**src/rtl/fsx_pkg.sv**
```systemverilog
package fsx_pkg;
  localparam int unsigned ADDR_W = 3;
  localparam int unsigned DATA_W = 32;
  localparam int unsigned CTRL_W = 8;

  localparam logic [ADDR_W-1:0] A_CTRL = 3'd0;
  localparam logic [ADDR_W-1:0] A_ACT  = 3'd1;
  localparam logic [ADDR_W-1:0] A_DACT = 3'd2;
  localparam logic [ADDR_W-1:0] A_ABT  = 3'd3;
  localparam logic [ADDR_W-1:0] A_DABT = 3'd4;
  localparam logic [ADDR_W-1:0] A_PST  = 3'd5;

  typedef enum logic [1:0] {
    RATE_FULL = 2'd0,
    RATE_HALF = 2'd1,
    RATE_SLOW = 2'd2
  } rate_e;

  typedef enum logic [2:0] {
    ST_IDLE, ST_FRZ, ST_ACT, ST_ABT, ST_DACT, ST_DABT, ST_PST
  } state_e;

  typedef enum logic [2:0] {
    SEL_ACT, SEL_ABT, SEL_DACT, SEL_DABT, SEL_PST
  } sel_e;

  function automatic logic code_ok(logic [CTRL_W-1:0] c);
    return (c == 8'h01) || (c == 8'h02) || (c == 8'h20);
  endfunction

  function automatic rate_e code_rate(logic [CTRL_W-1:0] c);
    if (c[1]) return RATE_HALF;
    if (c[5]) return RATE_SLOW;
    return RATE_FULL;
  endfunction
endpackage

```
**src/rtl/fsx_regs.sv**
```systemverilog
module fsx_regs
  import fsx_pkg::*;
(
  input  logic              clk_i,
  input  logic              rst_ni,
  input  logic              wr_en_i,
  input  logic [ADDR_W-1:0] wr_addr_i,
  input  logic [DATA_W-1:0] wr_data_i,
  input  logic              busy_i,
  output logic [7:0]        act_o,
  output logic [7:0]        dact_o,
  output logic [15:0]       abt_o,
  output logic [7:0]        dabt_o,
  output logic [31:0]       pst_o,
  output logic              trig_o
);
  logic [CTRL_W-1:0] ctrl_q;
  logic              ctrl_wr;

  assign ctrl_wr = wr_en_i && (wr_addr_i == A_CTRL);
  // start needs a prior zero (re-arm), a legal one-hot code and an idle sequencer
  assign trig_o  = ctrl_wr && (ctrl_q == '0) && code_ok(wr_data_i[CTRL_W-1:0]) && !busy_i;

  always_ff @(posedge clk_i or negedge rst_ni) begin
    if (!rst_ni) begin
      ctrl_q <= '0;
      act_o  <= 8'd1;
      dact_o <= 8'd1;
      abt_o  <= 16'd1;
      dabt_o <= 8'd1;
      pst_o  <= 32'd1;
    end else if (wr_en_i) begin
      unique case (wr_addr_i)
        A_CTRL:  ctrl_q <= wr_data_i[CTRL_W-1:0];
        A_ACT:   act_o  <= wr_data_i[7:0];
        A_DACT:  dact_o <= wr_data_i[7:0];
        A_ABT:   abt_o  <= wr_data_i[15:0];
        A_DABT:  dabt_o <= wr_data_i[7:0];
        A_PST:   pst_o  <= wr_data_i;
        default: ;
      endcase
    end
  end

  p_trig_onehot_r3: assert property (@(posedge clk_i) disable iff (!rst_ni)
    trig_o |=> $onehot(ctrl_q));
endmodule

```
**src/rtl/fsx_delay.sv**
```systemverilog
module fsx_delay #(
  parameter int unsigned CNT_W = 32
) (
  input  logic             clk_i,
  input  logic             rst_ni,
  input  logic             load_i,
  input  logic [CNT_W-1:0] val_i,
  output logic             done_o
);
  logic [CNT_W-1:0] cnt_q;

  assign done_o = (cnt_q <= CNT_W'(1));

  always_ff @(posedge clk_i or negedge rst_ni) begin
    if (!rst_ni)       cnt_q <= '0;
    else if (load_i)   cnt_q <= val_i;
    else if (!done_o)  cnt_q <= cnt_q - CNT_W'(1);
  end

  p_floor_hold_r12: assert property (@(posedge clk_i) disable iff (!rst_ni)
    (!load_i && done_o) |=> $stable(cnt_q));
endmodule

```
**src/rtl/fsx_fsm.sv**
```systemverilog
module fsx_fsm
  import fsx_pkg::*;
(
  input  logic              clk_i,
  input  logic              rst_ni,
  input  logic              trig_i,
  input  logic [CTRL_W-1:0] code_i,
  input  logic              ack_i,
  input  logic              done_i,
  output logic              load_o,
  output sel_e              sel_o,
  output logic              freeze_o,
  output logic              chg_o,
  output logic              byp_o,
  output logic              busy_o,
  output rate_e             rate_o
);
  state_e st_q;
  rate_e  tgt_q;

  assign busy_o = (st_q != ST_IDLE);

  always_comb begin
    load_o = 1'b0;
    sel_o  = SEL_ACT;
    unique case (st_q)
      ST_FRZ:  begin load_o = ack_i;  sel_o = SEL_ACT;  end
      ST_ACT:  begin load_o = done_i; sel_o = SEL_ABT;  end
      ST_ABT:  begin load_o = done_i; sel_o = SEL_DACT; end
      ST_DACT: begin load_o = done_i; sel_o = SEL_DABT; end
      ST_DABT: begin load_o = done_i; sel_o = SEL_PST;  end
      default: ;
    endcase
  end

  always_ff @(posedge clk_i or negedge rst_ni) begin
    if (!rst_ni) begin
      st_q     <= ST_IDLE;
      tgt_q    <= RATE_FULL;
      rate_o   <= RATE_FULL;
      freeze_o <= 1'b0;
      chg_o    <= 1'b0;
      byp_o    <= 1'b0;
    end else begin
      unique case (st_q)
        ST_IDLE: if (trig_i) begin
          st_q     <= ST_FRZ;
          tgt_q    <= code_rate(code_i);
          freeze_o <= 1'b1;
        end
        ST_FRZ:  if (ack_i)  st_q <= ST_ACT;
        ST_ACT:  if (done_i) begin st_q <= ST_ABT;  chg_o <= 1'b1; end
        ST_ABT:  if (done_i) begin st_q <= ST_DACT; byp_o <= 1'b1; end
        ST_DACT: if (done_i) begin st_q <= ST_DABT; chg_o <= 1'b0; end
        ST_DABT: if (done_i) begin st_q <= ST_PST;  byp_o <= 1'b0; end
        ST_PST:  if (done_i) begin
          st_q     <= ST_IDLE;
          freeze_o <= 1'b0;
          rate_o   <= tgt_q;
        end
        default: st_q <= ST_IDLE;
      endcase
    end
  end

  p_chg_in_freeze_r7: assert property (@(posedge clk_i) disable iff (!rst_ni)
    chg_o |-> freeze_o);
  p_byp_in_freeze_r8: assert property (@(posedge clk_i) disable iff (!rst_ni)
    byp_o |-> freeze_o);
  p_rate_on_release_r11: assert property (@(posedge clk_i) disable iff (!rst_ni)
    !$stable(rate_o) |-> $fell(freeze_o));
  p_no_retrigger_r6: assert property (@(posedge clk_i) disable iff (!rst_ni)
    (busy_o && freeze_o) |=> (freeze_o || !busy_o));
endmodule

```
**src/rtl/fsx_top.sv**
```systemverilog
module fsx_top
  import fsx_pkg::*;
#(
  parameter int unsigned NUM_CHG = 3,
  parameter int unsigned CNT_W   = 32
) (
  input  logic               clk_i,
  input  logic               rst_ni,
  input  logic               wr_en_i,
  input  logic [2:0]         wr_addr_i,
  input  logic [31:0]        wr_data_i,
  input  logic               freeze_ack_i,
  output logic               freeze_no,
  output logic [NUM_CHG-1:0] clk_chg_no,
  output logic               bypass_o,
  output logic               busy_o,
  output logic [1:0]         rate_o
);
  logic [7:0]       act, dact, dabt;
  logic [15:0]      abt;
  logic [31:0]      pst;
  logic             trig, load, done, frz, chg;
  sel_e             sel;
  rate_e            rate;
  logic [CNT_W-1:0] load_val;

  fsx_regs u_regs (
    .clk_i, .rst_ni, .wr_en_i, .wr_addr_i, .wr_data_i,
    .busy_i(busy_o), .act_o(act), .dact_o(dact), .abt_o(abt),
    .dabt_o(dabt), .pst_o(pst), .trig_o(trig)
  );

  always_comb begin
    unique case (sel)
      SEL_ABT:  load_val = CNT_W'(abt);
      SEL_DACT: load_val = CNT_W'(dact);
      SEL_DABT: load_val = CNT_W'(dabt);
      SEL_PST:  load_val = CNT_W'(pst);
      default:  load_val = CNT_W'(act);
    endcase
  end

  fsx_delay #(.CNT_W(CNT_W)) u_delay (
    .clk_i, .rst_ni, .load_i(load), .val_i(load_val), .done_o(done)
  );

  fsx_fsm u_fsm (
    .clk_i, .rst_ni, .trig_i(trig), .code_i(wr_data_i[CTRL_W-1:0]),
    .ack_i(freeze_ack_i), .done_i(done), .load_o(load), .sel_o(sel),
    .freeze_o(frz), .chg_o(chg), .byp_o(bypass_o), .busy_o(busy_o),
    .rate_o(rate)
  );

  assign freeze_no  = ~frz;
  assign clk_chg_no = {NUM_CHG{~chg}};
  assign rate_o     = rate;

  p_chg_lines_r7: assert property (@(posedge clk_i) disable iff (!rst_ni)
    (clk_chg_no == '0) || (clk_chg_no == '1));
endmodule

```
**config.mk**
```make
export PLATFORM = sky130hd
export DESIGN_NAME = fsx_top
export DESIGN_NICKNAME = d
export VERILOG_FILES = /design/src/rtl/fsx_pkg.sv /design/src/rtl/fsx_regs.sv /design/src/rtl/fsx_delay.sv /design/src/rtl/fsx_fsm.sv /design/src/rtl/fsx_top.sv
export SDC_FILE = /design/constraint.sdc
export NUM_CORES = 1
export LEC_CHECK = 0
export ABC_AREA = 1
export CAP_MARGIN = 0
export CORE_ASPECT_RATIO = 1.25
export CORE_UTILIZATION = 35
export DETAILED_ROUTE_END_ITERATION = 12
export HOLD_SLACK_MARGIN = 0.12
export PLACE_DENSITY = 0.57
export SETUP_SLACK_MARGIN = 0.1
export SLEW_MARGIN = 40
export SYNTH_ARGS = -nofsm -noshare
export SYNTH_HDL_FRONTEND = slang
export SYNTH_HIERARCHICAL = 1
export SYNTH_SLANG_ARGS = --single-unit
```
**constraint.sdc**
```tcl
create_clock -name clk_i -period 2.6 [get_ports clk_i]
set_input_delay 0.52 -clock clk_i [delete_from_list [all_inputs] [get_ports clk_i]]
set_output_delay 0.52 -clock clk_i [all_outputs]
set_load 0.01 [all_outputs]
```
# Word-level counts from Yosys, hierarchy flattened
# Index checks and enable logic that the tools add are counted.
[word_totals]
ff_bits = 122
word_cells = 100
[op_classes]
n_addsub = 1
eq_ne = 26
mux = 30
n_lt_le_gt_ge = 1
bitwise = 2
reduce_logical = 27
[op_table]
columns = ["cell", "count"]
rows = [
  ["32-bit case mux with 4 select lines", 1],
  ["32-bit 2-to-1 mux", 2],
  ["32-bit by 1-bit less-or-equal comparator with 1-bit output (second input constant)", 1],
  ["32-bit by 1-bit subtractor with 32-bit output (second input constant)", 1],
  ["3-bit 2-to-1 mux", 7],
  ["3-bit case mux with 7 select lines", 1],
  ["3-bit by 2-bit equality test with 1-bit output (second input constant)", 6],
  ["3-bit equality test (second input constant)", 6],
  ["2-bit inequality test (second input constant)", 8],
  ["2-bit AND reduction", 8],
  ["3-bit case mux with 4 select lines", 1],
  ["1-bit 2-to-1 mux", 10],
  ["3-bit by 1-bit equality test with 1-bit output (second input constant)", 3],
  ["3-bit AND reduction", 3],
  ["8-bit by 1-bit equality test with 1-bit output (second input constant)", 1],
  ["8-bit by 2-bit equality test with 1-bit output (second input constant)", 1],
  ["8-bit by 6-bit equality test with 1-bit output (second input constant)", 1],
  ["8-bit zero test", 1],
  ["2-bit 2-to-1 mux", 4],
  ["1-bit case mux with 2 select lines", 4],
  ["7-bit AND reduction", 1],
  ["3-bit zero test", 2],
  ["2-bit nonzero test", 3],
  ["1-bit logical AND", 4],
  ["other kinds (5)", 7],
]

# Longest topological paths before layout
# Gate-level depths: netlist of the first run.
[logic_depth]
ltp_word = 12
depth_mapped = 15

# By module
# Netlist of the first run, hierarchy kept.
[by_module_without_submodules]
columns = ["mod", "seq_area_each_um2", "cells_per_inst", "instances", "area_per_inst_um2"]
rows = [
  ["fsx_regs", 2008.2, 322, 1, 3091.7],
  ["fsx_delay", 800.8, 393, 1, 2343.5],
  ["fsx_top", 0.0, 150, 1, 745.7],
  ["fsx_fsm", 250.2, 73, 1, 593.1],
]

# Worst setup path after synthesis of the first run
# Ideal clock, no wire load.
[synth_timing]
kind = "register to register"
from = "register u_delay.cnt_q[0]"
to = "register u_delay.cnt_q[10]"
path_slack_ns = 0.353
t_arrival_ns = 2.182
path_stages_with_launch = 13
path_buffers = 2
path_cell_list = "dfrtp_1 > inv_1 > ha_1 > nand2_2 > a21oi_1 > nand2_1 > nor2_4 > nand3_1 > o31ai_1 > clkbuf_1 > clkbuf_1 > nand2_1 > nand2_1"
[synth_between]
elab_chain_cells = 3
[synth_rtl]
columns = ["element", "line", "source"]
rows = [
  ["start: declaration", "fsx_delay.sv:10", "logic [CNT_W-1:0] cnt_q;"],
  ["start signal: assignment", "fsx_delay.sv:16", "else if (load_i) cnt_q <= val_i;"],
  ["start signal: assignment", "fsx_delay.sv:17", "else if (!done_o) cnt_q <= cnt_q - CNT_W'(1);"],
  ["32-bit by 1-bit less-or-equal comparator with 1-bit output *", "fsx_delay.sv:12", "assign done_o = (cnt_q <= CNT_W'(1));"],
  ["net done", "fsx_top.sv:22", "logic trig, load, done, frz, chg;"],
  ["1-bit case mux with 2 select lines *", "fsx_fsm.sv:26", "unique case (st_q)"],
  ["net load", "fsx_top.sv:22", ""],
  ["2-bit inequality test (no line) or 32-bit 2-to-1 mux (tied branches)", "--", ""],
]
# Mark *: on every way through the listed nets, which the timed path passes. The rest lies on a longest branch. The select of a mux whose other input is x is not followed.
# A chain may end at the register's enable or synchronous reset.

# Worst setup path after layout of the first run
[layout_timing]
from = "register u_fsm.st_q[2]"
to = "output busy_o"
[layout_between]
elab_chain_cells = 1
[layout_rtl]
columns = ["element", "line", "source"]
rows = [
  ["start: declaration", "fsx_fsm.sv:18", "state_e st_q;"],
  ["start signal: assignment", "fsx_fsm.sv:38", "st_q <= ST_IDLE;"],
  ["start signal: assignment", "fsx_fsm.sv:47", "st_q <= ST_FRZ;"],
  ["start signal: assignment", "fsx_fsm.sv:51", "ST_FRZ: if (ack_i) st_q <= ST_ACT;"],
  ["3-bit nonzero test", "fsx_fsm.sv:21", "assign busy_o = (st_q != ST_IDLE);"],
  ["end: declaration", "fsx_top.sv:16", "output logic busy_o,"],
]
# No other way between the ends.

==> results of run 1 <==
[worst min-delay path by stage]
stage	to	depth (start not counted)	slack (ns)	startpoint
after CTS	u_regs/pst_o[16]	2	0.47	u_regs/pst_o[16]
after floorplan	u_delay/cnt_q[0]	0	0.22	rst_ni
after detailed placement	u_regs/pst_o[16]	2	0.46	u_regs/pst_o[16]
after global routing	u_regs/pst_o[21]	2	0.49	u_regs/pst_o[21]
after global placement	u_regs/pst_o[24]	2	0.46	u_regs/pst_o[24]
final	u_regs/pst_o[18]	2	0.47	u_regs/pst_o[18]
[through the flow]
step | worst slack (ns) | instances
after floorplan | 0.3527 | 938
after global placement | 0.2615 | 1201
after detailed placement | 0.2156 | 1201
after CTS | 0.1328 | 1234
after global routing | 0.1183 | 1234
final | 0.2577 | 1234
[worst max-delay path: cells and delay by family (launching register included)]
family / cells / cell delay [ns]
buffers and inverters: 3 / 0.83
flip-flops: 1 / 0.46
AND/OR/NAND/NOR: 1 / 0.13
[registers in the layout, indices dropped and copies added (netlist names), 3 cells and up]
register,count
u_delay/cnt_q,32
u_regs/pst_o,32
u_regs/abt_o,16
u_regs/act_o,8
u_regs/ctrl_q,8
u_regs/dabt_o,8
u_regs/dact_o,8
u_fsm/st_q,3
[power groups by stage]
stage                     combinational [mW]  sequential (mW)  clock [mW]
after floorplan                         2.95             2.69           0
after global placement                  3.83             2.84           0
after detailed placement                3.86             2.85           0
after CTS                               3.88             2.82        2.62
after global routing                    4.44             2.89        2.70
final                                   3.87             2.83        2.57
[Yosys cell counts (5+ instances only)]
cell type and count:
nand2_2 9, dfrtp_1 117, o21ai_2 5, nor2_1 92, a21oi_1 10, nand4_1 28, o21ai_0 80, buf_2 12
inv_2 9, nor2_4 10, buf_6 5, clkbuf_1 9, nor2_2 6, buf_4 8, o21ai_1 9, dfstp_2 5
inv_1 95, nand2_1 336, nand3_1 69
[routing by layer]
metal	wire (µm)	share of wire (%)
met5	0	0
met4	268	1.5
met1	8315	48
met2	8340	48
met3	434	2.5
[placed cells by master, fill, tap and decap left out, types with 2 or more instances in the layout]
master | netlist | routed
nand2_1 | 336 | 336
dfrtp_1 | 117 | 116
inv_1 | 95 | 95
nor2_1 | 92 | 92
o21ai_0 | 80 | 80
nand3_1 | 69 | 69
clkdlybuf4s50_1 | 0 | 45
nand4_1 | 28 | 28
buf_4 | 8 | 20
clkbuf_16 | 0 | 17
nor2_4 | 10 | 10
a21oi_1 | 10 | 10
inv_2 | 9 | 9
nand2_2 | 9 | 9
o21ai_1 | 9 | 9
nor2_2 | 6 | 6
o21ai_2 | 5 | 5
dfstp_2 | 5 | 5
nand3_2 | 4 | 4
bufinv_16 | 0 | 4
inv_6 | 0 | 3
xor2_1 | 3 | 3
nand2_4 | 2 | 2
clkinv_2 | 0 | 2
clkbuf_8 | 0 | 2
clkinv_4 | 0 | 2
clkinvlp_4 | 0 | 2
nand3b_1 | 2 | 2
xnor2_1 | 2 | 2
ha_1 | 2 | 2
[cell type report]
type | count | area [µm²]
fill | 1926 | 10720
multi-input combinational | 676 | 3107
sequential | 122 | 3060
timing repair buffer | 67 | 630.6
clock buffer | 19 | 452.9
inverter | 105 | 396.6
tap | 232 | 290.3
clock inverter | 13 | 188.9
[logic make-up after synthesis]
group                    count (synthesis)  share of synthesized area (%)
buffers and inverters                  140                          9.180
AO/OA/AOI/OAI                          108                          8.423
flip-flops                             122                          45.16
XOR/XNOR                                 5                         0.6466
AND/OR/NAND/NOR                        561                          36.22
adder cells (fa/ha/maj)                  2                         0.3694
[repair_timing]
action | 4_1_cts | 5_1_grt
resized for setup | 0 | 1
hold endpoints to repair | 24 | 0
endpoints found under the setup margin | 0 | 1
hold buffers | 1 | 0
==> results.md, run 1 <==
* Critical Path End: busy_o
* Top Ports at 47
* Nets at approximately 1000
* Status: completed
* Routed WL at between 15000 and 20000 µm
* CTS tree: yes
* #FFs+latches synth at 122
* R2R depth at 13
* Post-route cell area at about 0.0081 mm²
* Clock power share at between 20% and 30%
* Reg-to-Reg Start: u_delay/cnt_q[0]
* Average wire per standard cell at roughly 14 µm
* Routability cong. at between 0.8 and 0.9
* CP endpoint kind: primary output
* Crit path DAT at 1.82 ns
* Max Cap Viol at 0
* Post-CTS setup buffer count at 0
* Total power draw at between 9 and 10 mW
* Chip Width at 126.4 µm
* Clock Root Buffer: clkbuf_16
* Crit start category: flip-flop
* Total GRT Usage at 18.99%
* Largest net degree at the start of global routing at 73
* Worst-skew pair later-pin latency at ~0.42 ns
* Top post-synthesis cells by area: dfrtp_1 43%, nand2_1 19%, o21ai_0 5.9%, inv_1 5.3%, nand3_1 5.1%
* Inserted Clock Buffers at 17
* Post-synth ARST share at between 90% and 100%
* Busiest grt layer: met2
* Mean post-synth cell area at around 7.2 µm²
* Peak Freq at between 0.4 and 0.5 GHz
* Vias in the first global route at ~5800
* Comb power frac at 41.8%
* Vias/cell at 4.779
* Hold Fails Final Rpt at 0
* Finish-stage setup viols at 0
* Sw frac at between 40% and 50%
* Via count at 5897
* Top-area cell type share of the netlist area at 43.22%
* Lkg Pwr at about 4.2 nW
* DRC Markers at 0
* Relative slew slack at roughly 65%
* Worst Path Required at ~2.1 ns
* Clock-pin slew on the worst setup and hold paths at approximately 0.060 ns
* Post-layout min period at between 2 and 2.5 ns
* Crit path from: u_fsm/st_q[2]
* Yosys warning total at 6
* Worst r2r dst: u_delay/cnt_q[8]
* Row Count at 56
* Initial core utilization at between 30% and 40%
* Internal power at roughly 5.3 mW
* Dominant register cell in the synthesized netlist: dfrtp_1
* Seq/Total Area, Yosys at between 40% and 50%
* Peak supply drop at about 0.00063 V
* Met2 Use GR at between 30% and 40%
* Syn-to-layout area delta at 19.97%
* Yosys cell types at 34
* Port bufs at 46
* Critical-path cell list: inv_2 -> buf_4 -> nand2_1 -> clkdlybuf4s50_1
* Worst stage delay on the critical path at 0.56 ns
* CORE AREA at 0.01885 mm²
* CP max stage cell: clkdlybuf4s50_1
* H-tree depth at 4
* Die height at 157.5 µm
* Met1 usage at between 20% and 30%
* Reg power frac at ~31%
* Sw power at slightly below 4 mW
* Final period utilization at between 90 and 100%
* Routed Antenna Nets at 0
* Hold WC Path Type: flip-flop to flip-flop
* Skew final at between 0.004 and 0.005 ns
* Synth area leader: dfrtp_1
* Syn Inst Count at between 900 and 1000
* DR pass1 iterations at 5
* Sink Count at 122
* EDFF count, synth at 0
* Drt initial violations at 298
* Hpwl dp at between 10000 and 15000 µm
* Slew @ Worst Pin at between 0.5 and 0.6 ns
* GRT overflow at 0
* Initial antenna violation count at 0
* Clk buf depth at 2
* Syn Nets at roughly 980
* R2R Setup Slk at approximately 0.36 ns
* Met3 usage at under 10%
* First-pass GRT wire length at 29240 µm
* Synthesized area at 0.006774 mm²
* Worst hold margin at about 0.47 ns
* CP max FO at 7
* # diodes at 0
* Final Max Tran Viols at 0
* Critical path type: flip-flop to primary output
* PD cells at roughly 1100 mW/mm²
* RSZ-0062 raised after global routing: false
* Layout cells sized above 1 at 10.88%
* Placed Area at about 0.0075 mm²
* Setup TNS at 0 ns
* Die area at 0.01992 mm²
* Final core occ at ~43%
Note: power is estimated with default switching activity, not from simulation.
==> run 2: changes to the inputs <==
--- a/config.mk
+++ b/config.mk
@@ -6,6 +6,7 @@
 export NUM_CORES = 1
 export LEC_CHECK = 0
 export ABC_AREA = 1
+export ABC_CLOCK_PERIOD_IN_PS = 2600
 export CAP_MARGIN = 0
 export CORE_ASPECT_RATIO = 1.25
 export CORE_UTILIZATION = 35
==> results of run 2 <==
The final DEF is identical to that of run 1; final timing and power are the same.
==> run 3: changes to the inputs <==
--- a/config.mk
+++ b/config.mk
@@ -9,10 +9,10 @@
 export ABC_CLOCK_PERIOD_IN_PS = 2600
 export CAP_MARGIN = 0
 export CORE_ASPECT_RATIO = 1.25
-export CORE_UTILIZATION = 35
+export CORE_UTILIZATION = 59
 export DETAILED_ROUTE_END_ITERATION = 12
 export HOLD_SLACK_MARGIN = 0.12
-export PLACE_DENSITY = 0.57
+export PLACE_DENSITY = 0.85
 export SETUP_SLACK_MARGIN = 0.1
 export SLEW_MARGIN = 40
 export SYNTH_ARGS = -nofsm -noshare
==> run 3 against run 2 <==
  * The flow now finishes with violations (design-rule violations)
  * Final area decreased by 2.4%
  * Critical path depth increased by 5
  * Critical path type is now flip-flop to flip-flop
  * Largest power group unchanged
  * Cell count decreased by 8.3%
==> results.md, run 3 (synthesized netlist as in run 1, its figures left out) <==
* PD cells at 1141 mW/mm² (about the same)
* Total GRT Usage at 29.32% (+10 points)
* Routed Antenna Nets at 0 (unchanged)
* Chip Width at 97.84 µm (-23%)
* WP depth at 9 (+5)
* Peak Freq at 0.4171 GHz (-2.3%)
* Worst path bufs/invs at 1 (-2)
* Layout cells sized above 1 at 10.33% (-0.55 points)
* Post-CTS setup buffer count at 0 (unchanged)
* CP max stage cell: dfrtp_2
* Hpwl dp at 11220 µm (-12%)
* Worst r2r dst: u_delay/cnt_q[8]
* Internal power at 5.089 mW (-4.4%)
* Final Max Tran Viols at 0 (unchanged)
* Post-layout min period at 2.398 ns (+0.05545 ns)
* Placed cell count at 1099 (-8.5%)
* Reg-to-Reg Start: u_fsm/st_q[1]
* Crit path from: u_fsm/st_q[1]
* Nets at 1025 (-0.49%)
* Final core occ at 71.19% (+28 points)
* Worst Path Required at 2.96 ns (+0.88 ns)
* Clk buf depth at 2 (unchanged)
* Setup TNS at 0 ns (unchanged)
* First-pass GRT wire length at 27500 µm (-5.9%)
* Final period utilization at 92.22% (+2.1 points)
* Drt initial violations at 500 (+68%)
* Clock Root Buffer: clkbuf_16
* Vias in the first global route at 5809 (+0.99%)
* Skew final at 0.01082 ns (+0.006460 ns)
* Worst-skew pair later-pin latency at 0.42 ns (about the same)
* Max Cap Viol at 0 (unchanged)
* Slew @ Worst Pin at 0.9367 ns (+0.4200 ns)
* Relative slew slack at 37.55% (-28 points)
* Finish-stage setup viols at 0 (unchanged)
* Peak supply drop at 0.0006272 V (-1.2%)
* Fill cells at 843 (-56%)
* DR pass1 iterations at 11 (+6)
* Port bufs at 46 (unchanged)
* Vias/cell at 5.588 (+17%)
* Row Count at 43 (-23%)
* Sw power at 3.961 mW (+0.35%)
* Crit start category: flip-flop
* RSZ-0062 raised after global routing: false
* Status: finished with violations
* Lkg Pwr at 4.116 nW (-1.1%)
* Clock power share at 25.4% (-2.3 points)
* Largest regs: u_delay/cnt_q x32, u_regs/pst_o x32, u_regs/abt_o x16
* Commonest non-fill, non-tap cell in the layout: nand2_1
* # diodes at 0 (unchanged)
* Sink Count at 122 (unchanged)
* CP delay by family, top: simple AND/OR/NAND/NOR gates
* Routed WL at 16560 µm (-4.6%)
* Non-Filler Instances at 1132 (-8.3%)
* Initial core utilization at 60.82% (+25 points)
* Largest net degree at the start of global routing at 53 (-27%)
* CORE AREA at 0.01114 mm² (-41%)
* H-tree depth at 4 (unchanged)
* Worst stage delay on the critical path at 0.50 ns (-0.06 ns)
* Critical path type: flip-flop to flip-flop
* CP endpoint kind: flip-flop
* Die height at 121.8 µm (-23%)
* Hold WC Path Type: flip-flop to flip-flop
* DRC Markers at 2 (+2)
* R2R Setup Slk at 0.20 ns (-0.16 ns)
* Via count at 6326 (+7.3%)
* CTS tree: yes
* Die area at 0.01192 mm² (-40%)
* Top Ports at 47 (unchanged)
* Syn-to-layout area delta at 17.05%
* CP most frequent cell: nand2_1
* Violated checks: design-rule violations
* Crit path DAT at 2.75 ns (+0.93 ns)
* Initial antenna violation count at 0 (unchanged)
* Routability cong. at 0.8714 (+4.3%)
* GRT overflow at 0 (unchanged)
* Reg power frac at 31.1% (+0.6 points)
* R2R depth at 9 (-4)
* Hold Fails Final Rpt at 0 (unchanged)
* Most frequent cells in the layout: 336 x nand2_1, 116 x dfrtp_1, 94 x inv_1, 91 x nor2_1, 80 x o21ai_0
* Inserted Clock Buffers at 17 (unchanged)
* Comb power frac at 43.5% (+1.7 points)
* CP max FO at 10 (+3)
* Average wire per standard cell at 14.63 µm (+4.0%)
* Sw frac at 43.77% (+1.2 points)
* Critical-path cell list: nor2_4 -> nand2_1 -> nand2_1 -> nand3_2 -> o21ai_0 -> nand2_1 -> nand2_1 -> nand2_1 -> inv_1
* Critical Path End: u_delay/cnt_q[8]
* Clock-pin slew on the worst setup and hold paths at 0.06 ns (about the same)
-- run 3: cell types whose count changed in the layout (fill, tap and decap cells not counted), moves of 2 or more --
cell	delta
buf_4	-7
bufinv_16	-2
clkbuf_1	+3
inv_6	-2
-- run 3: metrics by stage --
| stage | total power, mW | hold WS [ns] | instance area (µm²) | setup slack [ns] |
|---|---|---|---|---|
| 6_report | 9.051 | 0.4697 | 7929 | 0.2023 |
| 5_1_grt | 9.722 | 0.4941 | 7929 | 0.1003 |
| 4_1_cts | 8.965 | 0.4730 | 7919 | 0.1028 |
| 3_5_place_dp | 6.610 | 0.4597 | 7327 | -0.03271 |
| 3_3_place_gp | 6.516 | 0.4541 | 7327 | 0.02031 |
| 2_1_floorplan | 5.647 | 0.2244 | 6774 | 0.3527 |
-- run 3: final cells by class --
type,count,area (µm²),share of cell area [%]
multi-input combinational,676,3109,39.21
inverter,105,399.1,5.034
timing repair buffer,62,609.3,7.685
clock buffer,22,464.2,5.855
sequential,122,3060,38.60
clock inverter,10,117.6,1.483
tap,135,168.9,2.130
-- run 3: power by group through the flow --
| stage | Combinational, mW | Sequential [mW] | Clock [mW] |
|---|---|---|---|
| final | 3.94 | 2.81 | 2.30 |
| after global routing | 4.45 | 2.87 | 2.40 |
| after CTS | 3.86 | 2.80 | 2.31 |
| after detailed placement | 3.79 | 2.82 | 0 |
| after global placement | 3.71 | 2.80 | 0 |
| after floorplan | 2.95 | 2.69 | 0 |
-- run 3: layer usage --
layer,global-route usage [%],wire [µm]
met3,5.737,1065
met5,0,0
met2,48.46,8150
met4,11.55,502
met1,38.18,6844
-- run 3: repair_timing --
action | 4_1_cts | 5_1_grt
endpoints found under the hold margin | 23 | 0
hold buffers | 1 | 0
endpoints found under the setup margin | 0 | 13
gates resized for setup | 0 | 5
-- run 3: tightest hold or removal path, stage by stage, from the launching register on --
cell	delay, ns
dfrtp_1	0.34
nand2_1	0.05
nand2_1	0.05
-- run 3: worst min path at each step --
stage                        to             start  slack, ns  cells after the start
6_report       u_regs/pst_o[29]  u_regs/pst_o[29]       0.47                      2
4_1_cts        u_regs/pst_o[29]  u_regs/pst_o[29]       0.47                      2
3_3_place_gp   u_regs/pst_o[19]  u_regs/pst_o[19]       0.45                      2
3_5_place_dp   u_regs/ctrl_q[7]            rst_ni       0.46                      1
5_1_grt        u_regs/pst_o[25]  u_regs/pst_o[25]       0.49                      2
2_1_floorplan  u_delay/cnt_q[0]            rst_ni       0.22                      0
